$ cat src/rtl/diag_pkg.sv
package diag_pkg;

  typedef enum logic {
    PH_IDLE = 1'b0,
    PH_SCAN = 1'b1
  } phase_e;

  // Width of an index into 0..n-1 (at least one bit).
  function automatic int idx_width(input int n);
    return (n > 1) ? $clog2(n) : 1;
  endfunction

  // (a + b) mod n for operands already below n.
  function automatic int wrap_sum(input int a, input int b, input int n);
    int s;
    s = a + b;
    if (s >= n) s = s - n;
    return s;
  endfunction

endpackage

$ cat src/rtl/diag_rst_sync.sv
module diag_rst_sync (
  input  logic clk,
  input  logic rst_n,
  output logic rst_sync_n
);

  logic stage1_q;
  logic stage2_q;

  always_ff @(posedge clk or negedge rst_n) begin
    if (!rst_n) begin
      stage1_q <= 1'b0;
      stage2_q <= 1'b0;
    end else begin
      stage1_q <= 1'b1;
      stage2_q <= stage1_q;
    end
  end

  assign rst_sync_n = stage2_q;

endmodule

$ cat src/rtl/diag_sequencer.sv
module diag_sequencer #(
  parameter int N = 4
) (
  input  logic                                clk,
  input  logic                                rst_n,
  input  logic                                start_i,
  output logic                                busy_o,
  output logic                                load_o,
  output logic                                scan_o,
  output logic [diag_pkg::idx_width(N)-1:0]   diag_o,
  output logic                                done_o
);
  import diag_pkg::*;

  localparam int IW = idx_width(N);
  localparam logic [IW-1:0] LAST_IDX = IW'(N - 1);
  localparam logic [IW:0]   N_W      = (IW + 1)'(N);

  phase_e        phase_q, phase_d;
  logic [IW-1:0] step_q, step_d;
  logic [IW-1:0] base_q, base_d;
  logic          done_q, done_d;
  logic          step_en, base_en;
  logic          last_step;
  logic [IW:0]   diag_sum;
  logic [IW:0]   diag_wrapped;

  assign busy_o    = (phase_q == PH_SCAN);
  assign load_o    = start_i && (phase_q == PH_IDLE);
  assign scan_o    = (phase_q == PH_SCAN);
  assign last_step = scan_o && (step_q == LAST_IDX);

  // Diagonal handled in the current step: (base + step) mod N.
  assign diag_sum     = {1'b0, base_q} + {1'b0, step_q};
  assign diag_wrapped = (diag_sum >= N_W) ? (diag_sum - N_W) : diag_sum;
  assign diag_o       = diag_wrapped[IW-1:0];

  always_comb begin
    phase_d = phase_q;
    step_d  = step_q;
    base_d  = base_q;
    done_d  = 1'b0;
    step_en = 1'b0;
    base_en = 1'b0;
    if (load_o) begin
      phase_d = PH_SCAN;
      step_d  = '0;
      step_en = 1'b1;
    end else if (scan_o) begin
      step_d  = step_q + 1'b1;
      step_en = 1'b1;
      if (last_step) begin
        phase_d = PH_IDLE;
        done_d  = 1'b1;
        base_en = 1'b1;
        base_d  = (base_q == LAST_IDX) ? '0 : base_q + 1'b1;
      end
    end
  end

  always_ff @(posedge clk or negedge rst_n) begin
    if (!rst_n) begin
      phase_q <= PH_IDLE;
      step_q  <= '0;
      base_q  <= '0;
      done_q  <= 1'b0;
    end else begin
      phase_q <= phase_d;
      done_q  <= done_d;
      if (step_en) step_q <= step_d;
      if (base_en) base_q <= base_d;
    end
  end

  assign done_o = done_q;

  AST_DONE_ONE_CYCLE: assert property (@(posedge clk) disable iff (!rst_n)
    done_q |=> !done_q);

  AST_DONE_AFTER_LAST: assert property (@(posedge clk) disable iff (!rst_n)
    (scan_o && step_q == LAST_IDX) |=> (done_q && !busy_o));

  AST_STEP_ADVANCE: assert property (@(posedge clk) disable iff (!rst_n)
    (scan_o && step_q != LAST_IDX) |=> (scan_o && step_q == $past(step_q) + 1'b1));

  AST_BASE_ROTATE: assert property (@(posedge clk) disable iff (!rst_n)
    done_q |-> (base_q == (($past(base_q) == LAST_IDX) ? '0 : $past(base_q) + 1'b1)));

  AST_BASE_STEADY: assert property (@(posedge clk) disable iff (!rst_n)
    !done_q |-> $stable(base_q));

endmodule

$ cat src/rtl/diag_step_unit.sv
module diag_step_unit #(
  parameter int N = 4
) (
  input  logic [diag_pkg::idx_width(N)-1:0] diag_i,
  input  logic [N*N-1:0]                    req_i,
  input  logic [N-1:0]                      row_free_i,
  input  logic [N-1:0]                      col_free_i,
  output logic [N*N-1:0]                    take_o,
  output logic [N-1:0]                      row_used_o,
  output logic [N-1:0]                      col_used_o
);
  import diag_pkg::*;

  // All positions of one diagonal are disjoint in row and column,
  // so every row is evaluated in parallel.
  always_comb begin
    take_o     = '0;
    row_used_o = '0;
    col_used_o = '0;
    for (int r = 0; r < N; r++) begin
      int c;
      c = wrap_sum(r, int'(diag_i), N);
      if (req_i[r*N + c] && row_free_i[r] && col_free_i[c]) begin
        take_o[r*N + c] = 1'b1;
        row_used_o[r]   = 1'b1;
        col_used_o[c]   = 1'b1;
      end
    end
  end

endmodule

$ cat src/rtl/diag_rr_matcher.sv
module diag_rr_matcher #(
  parameter int N = 4
) (
  input  logic           clk,
  input  logic           rst_n,
  input  logic           start_i,
  input  logic [N*N-1:0] req_i,
  output logic           busy_o,
  output logic           done_o,
  output logic [N*N-1:0] grant_o
);
  import diag_pkg::*;

  localparam int NN = N * N;
  localparam int IW = idx_width(N);

  logic          rst_s_n;
  logic          load, scan, done;
  logic [IW-1:0] diag;

  logic [NN-1:0] req_q, req_d;
  logic [NN-1:0] grant_q, grant_d;
  logic [N-1:0]  row_free_q, row_free_d;
  logic [N-1:0]  col_free_q, col_free_d;
  logic          state_en;

  logic [NN-1:0] take;
  logic [N-1:0]  row_used;
  logic [N-1:0]  col_used;

  diag_rst_sync u_rst_sync (
    .clk        (clk),
    .rst_n      (rst_n),
    .rst_sync_n (rst_s_n)
  );

  diag_sequencer #(.N(N)) u_seq (
    .clk     (clk),
    .rst_n   (rst_s_n),
    .start_i (start_i),
    .busy_o  (busy_o),
    .load_o  (load),
    .scan_o  (scan),
    .diag_o  (diag),
    .done_o  (done)
  );

  diag_step_unit #(.N(N)) u_step (
    .diag_i     (diag),
    .req_i      (req_q),
    .row_free_i (row_free_q),
    .col_free_i (col_free_q),
    .take_o     (take),
    .row_used_o (row_used),
    .col_used_o (col_used)
  );

  always_comb begin
    req_d      = req_q;
    grant_d    = grant_q;
    row_free_d = row_free_q;
    col_free_d = col_free_q;
    state_en   = 1'b0;
    if (load) begin
      req_d      = req_i;
      grant_d    = '0;
      row_free_d = '1;
      col_free_d = '1;
      state_en   = 1'b1;
    end else if (scan) begin
      grant_d    = grant_q | take;
      row_free_d = row_free_q & ~row_used;
      col_free_d = col_free_q & ~col_used;
      state_en   = 1'b1;
    end
  end

  always_ff @(posedge clk or negedge rst_s_n) begin
    if (!rst_s_n) begin
      req_q      <= '0;
      grant_q    <= '0;
      row_free_q <= '0;
      col_free_q <= '0;
    end else if (state_en) begin
      req_q      <= req_d;
      grant_q    <= grant_d;
      row_free_q <= row_free_d;
      col_free_q <= col_free_d;
    end
  end

  assign done_o  = done;
  assign grant_o = grant_q;

  // Column-major copy of the grant matrix for the column checks.
  logic [NN-1:0] grant_t;
  for (genvar gr = 0; gr < N; gr++) begin : g_tr_row
    for (genvar gc = 0; gc < N; gc++) begin : g_tr_col
      assign grant_t[gc*N + gr] = grant_q[gr*N + gc];
    end
  end

  AST_GRANT_IN_REQ: assert property (@(posedge clk) disable iff (!rst_s_n)
    (grant_q & ~req_q) == '0);

  AST_REQ_HELD: assert property (@(posedge clk) disable iff (!rst_s_n)
    busy_o |=> $stable(req_q));

  AST_GRANT_HELD_IDLE: assert property (@(posedge clk) disable iff (!rst_s_n)
    (!busy_o && !load) |=> $stable(grant_q));

  for (genvar gi = 0; gi < N; gi++) begin : g_one_hot
    AST_ROW_ONE: assert property (@(posedge clk) disable iff (!rst_s_n)
      $onehot0(grant_q[gi*N +: N]));
    AST_COL_ONE: assert property (@(posedge clk) disable iff (!rst_s_n)
      $onehot0(grant_t[gi*N +: N]));
  end

  for (genvar mr = 0; mr < N; mr++) begin : g_max_row
    for (genvar mc = 0; mc < N; mc++) begin : g_max_col
      AST_MAXIMAL: assert property (@(posedge clk) disable iff (!rst_s_n)
        (done && req_q[mr*N + mc] && !grant_q[mr*N + mc])
          |-> ((|grant_q[mr*N +: N]) || (|grant_t[mc*N +: N])));
    end
  end

endmodule

$ cat config.mk
export PLATFORM = sky130hd
export DESIGN_NAME = diag_rr_matcher
export DESIGN_NICKNAME = d
export VERILOG_FILES = /design/src/rtl/diag_pkg.sv /design/src/rtl/diag_rst_sync.sv /design/src/rtl/diag_sequencer.sv /design/src/rtl/diag_step_unit.sv /design/src/rtl/diag_rr_matcher.sv
export SDC_FILE = /design/constraint.sdc
export NUM_CORES = 1
export LEC_CHECK = 0
export CAP_MARGIN = 25
export CORE_ASPECT_RATIO = 1.5
export CORE_MARGIN = 2
export CORE_UTILIZATION = 45
export DETAILED_ROUTE_END_ITERATION = 8
export GPL_ROUTABILITY_DRIVEN = 0
export HOLD_SLACK_MARGIN = 0.02
export PLACE_DENSITY_LB_ADDON = 0.1
export SYNTH_ARGS = -nofsm -noshare
export SYNTH_HDL_FRONTEND = slang
export SYNTH_SLANG_ARGS = --single-unit
$ cat constraint.sdc
create_clock -name clk -period 1.5 [get_ports clk]
set_input_delay 0.225 -clock clk [delete_from_list [all_inputs] [get_ports clk]]
set_output_delay 0.225 -clock clk [all_outputs]
set_load 0.02 [all_outputs]
==> metrics.yaml <==
outcome: "finished with violations"
violations: "negative setup slack"
cts_root_buf: "clkbuf_8"
antenna_left: 0
route.detailed.drc: 0
clk_path_buf_depth: 2
dpl.hpwl_um: 5400
max-cap-violations: 0
via_count: 2562
crit_required_ns: 1.74
start_util_pct: 46.7
finalCriticalPeriod_ns: 3.00
avgSynthCellArea_um2: 9.47
drive_above_1_share_pct: 32.4
path_clk_slew_ns: 0.09
dr.pass1.iters: 5
crit_type: "flop to flop"
wire_per_inst_um: 16.8
cpMostUsedCell: "ha_4"
cpMaxStageDelayCell: "or4_4"
period_share_pct: 200
rsz0062_at_grt: "true"
grt_pass1_wl_um: 12800
clk_latency_ns: 0.31
grt_pass1_vias: 2624
cp_max_fo: 6
synth_area_leader_cell: "dfrtp_1"
io_buffers: 36
syn_area_um2: 2700
synth_nets: 318
die_width_um: 67.2
wl_um: 7800
fmax_mhz: 333
io_pins: 37
yosysTopAreaCellShare_pct: 44.5
synth_edf_count: 0
ys.flop_type: "dfrtp_1"
ctsHoldBuffers: 0
synthTopCellsByArea: "dfrtp_1, nand2_1, ha_1, a21oi_1, mux2_2"
slowest_delay_ns: 0.49
ys_warn_count: 0
syn2layout_area_growth_pct: 46.9
setup_violations: 24
clkSinkCount: 48
postSynthCellCount: 285
overflow: 0
cp_cell_sequence: "ha_4 > xnor3_2 > inv_4 > ha_4 > nor2b_4 > inv_2 > ha_4 > mux4_2 > o22ai_2 > or4_4 > a211oi_4 > o2bb2ai_1"
cts_tree: "done"
htreeDepth: 2
row_count: 34
seq_area_frac_synth_pct: 44.5
grtUsageTotal_pct: 25.6
final_core_util_pct: 68.6
die_h_um: 98.9
ys_async_sr_fraction_pct: 100
die_area_um2: 6650
final.setup_skew_ns: 0.0119
synth_cell_types: 49
antenna_found_initial: 0
drtIter0Drc: 127
arrival_ns: 3.24
drv_slew: 0
vias_per_cell: 5.52
hold_viol_final: 0
cp-end-kind: "flop"
worst_hold_path_type: "primary input to async pin"
worst_slack_ns: -1.50
diodes: 0
grt_start_max_net_pins: 47
core_area_um2: 5790
ys_ff_latch: 48
startpoint_type: "flop"
cts_made_buffers: 5
fin_nets: 424
flip-flops by register name, summed over array words and instances, names as in the netlist:
signal                 cells
grant_o                   16
req_q                     16
col_free_q                 4
row_free_q                 4
u_seq.base_q               2
u_seq.step_q               2
u_rst_sync.rst_sync_n      1
u_rst_sync.stage1_q        1
u_seq.busy_o               1
u_seq.done_o               1
cells in the final DEF, fill, tap and decap left out, types with 4 or more instances in the layout:
master / count
nand2_1: 71
ha_4: 5
o21ai_1: 4
o21ai_2: 4
ha_1: 9
inv_1: 6
clkbuf_8: 5
dfrtp_1: 47
dlygate4sd2_1: 15
nor2_1: 12
clkdlybuf4s50_1: 19
buf_4: 71
o2bb2ai_1: 7
mux4_2: 4
mux2_4: 4
a21oi_1: 31
timing repair:
action                                 CTS  global route
gates resized for setup                 49             8
setup buffers                           11             4
endpoints found under the hold margin    0             0
setup endpoints to repair               39            26
pin swaps                               28            13
cloned                                   1             0
path summary, 6_finish.rpt:
check	depth (start not counted)	to	slack, ns	from
hold reg to reg	1	grant_o[7]	0.24	u_rst_sync.rst_sync_n
setup / recovery	12	grant_o[14]	-1.50	u_seq.base_q[0]
setup reg to reg	12	grant_o[14]	-1.50	u_seq.base_q[0]
hold / removal	1	u_rst_sync.rst_sync_n	0.08	rst_n
min in group clk	0	u_rst_sync.rst_sync_n	0.36	u_rst_sync.stage1_q
max in group asynchronous	1	req_q[14]	1.02	u_rst_sync.rst_sync_n
per-stage QoR:
step	hold WS [ns]	instances	worst slack [ns]	area, um^2	setup TNS [ns]
3_3_place_gp	0.248	441	-1.61	3610	-32.68
4_1_cts	0.0699	460	-1.44	3900	-30.12
6_report	0.0759	464	-1.50	3970	-31.35
5_1_grt	0.0651	464	-1.60	3970	-33.79
3_5_place_dp	0.263	441	-1.67	3610	-34.06
2_1_floorplan	-0.0706	285	-1.71	2770	-34.13
synth_stat cells (4+ instances only):
cell type  number
o2bb2ai_1       7
o21ai_0         9
inv_1           9
nor2_1         12
a21oi_1        31
mux2_2          6
dfrtp_1        48
o22ai_1         4
nand2_1        73
ha_1           14
a21boi_0        4
clkbuf_1       10
a31oi_1         4
critical path, delay by kind of cell, from the launching register on:
| kind | cells | cell delay (ns) |
|---|---|---|
| AND/OR/NAND/NOR | 2 | 0.63 |
| adder cells (fa/ha/maj) | 3 | 0.56 |
| AO/OA/AOI/OAI | 3 | 0.55 |
| flip-flops | 1 | 0.42 |
| multiplexers | 1 | 0.34 |
| XOR/XNOR | 1 | 0.26 |
| buffers and inverters | 2 | 0.18 |
routing by layer:
metal / vias to the layer above / GRT usage [%] / routed length [um]
met3: 37 / 4.79 / 282
met2: 78 / 43.0 / 4060
met4: 0 / 16.0 / 469
met5: - / 0 / 0
met1: 1228 / 29.0 / 3000
li1: 1219 / - / -
logic make-up after synthesis:
group,after synthesis,share of synthesized area (%)
fa+ha+maj,14,6.49
mux,13,7.09
other cells,1,0.139
xor+xnor,1,0.834
compound gates,79,19.6
flops,48,44.5
buf+inv,23,4.08
simple gates,106,17.3
area by class of cell:
| class | count | area [um^2] |
|---|---|---|
| Clock inverter | 1 | 5.00 |
| Tap cell | 72 | 90.1 |
| Sequential cell | 48 | 1200 |
| Clock buffer | 7 | 76.3 |
| Multi-Input combinational cell | 214 | 1570 |
| Inverter | 9 | 40.0 |
| Fill cell | 496 | 1820 |
| Timing Repair Buffer | 113 | 986 |
Power is left out: the tool's default activity adds up to more than one toggle a clock period on the data nets, which glitch-free logic cannot reach.
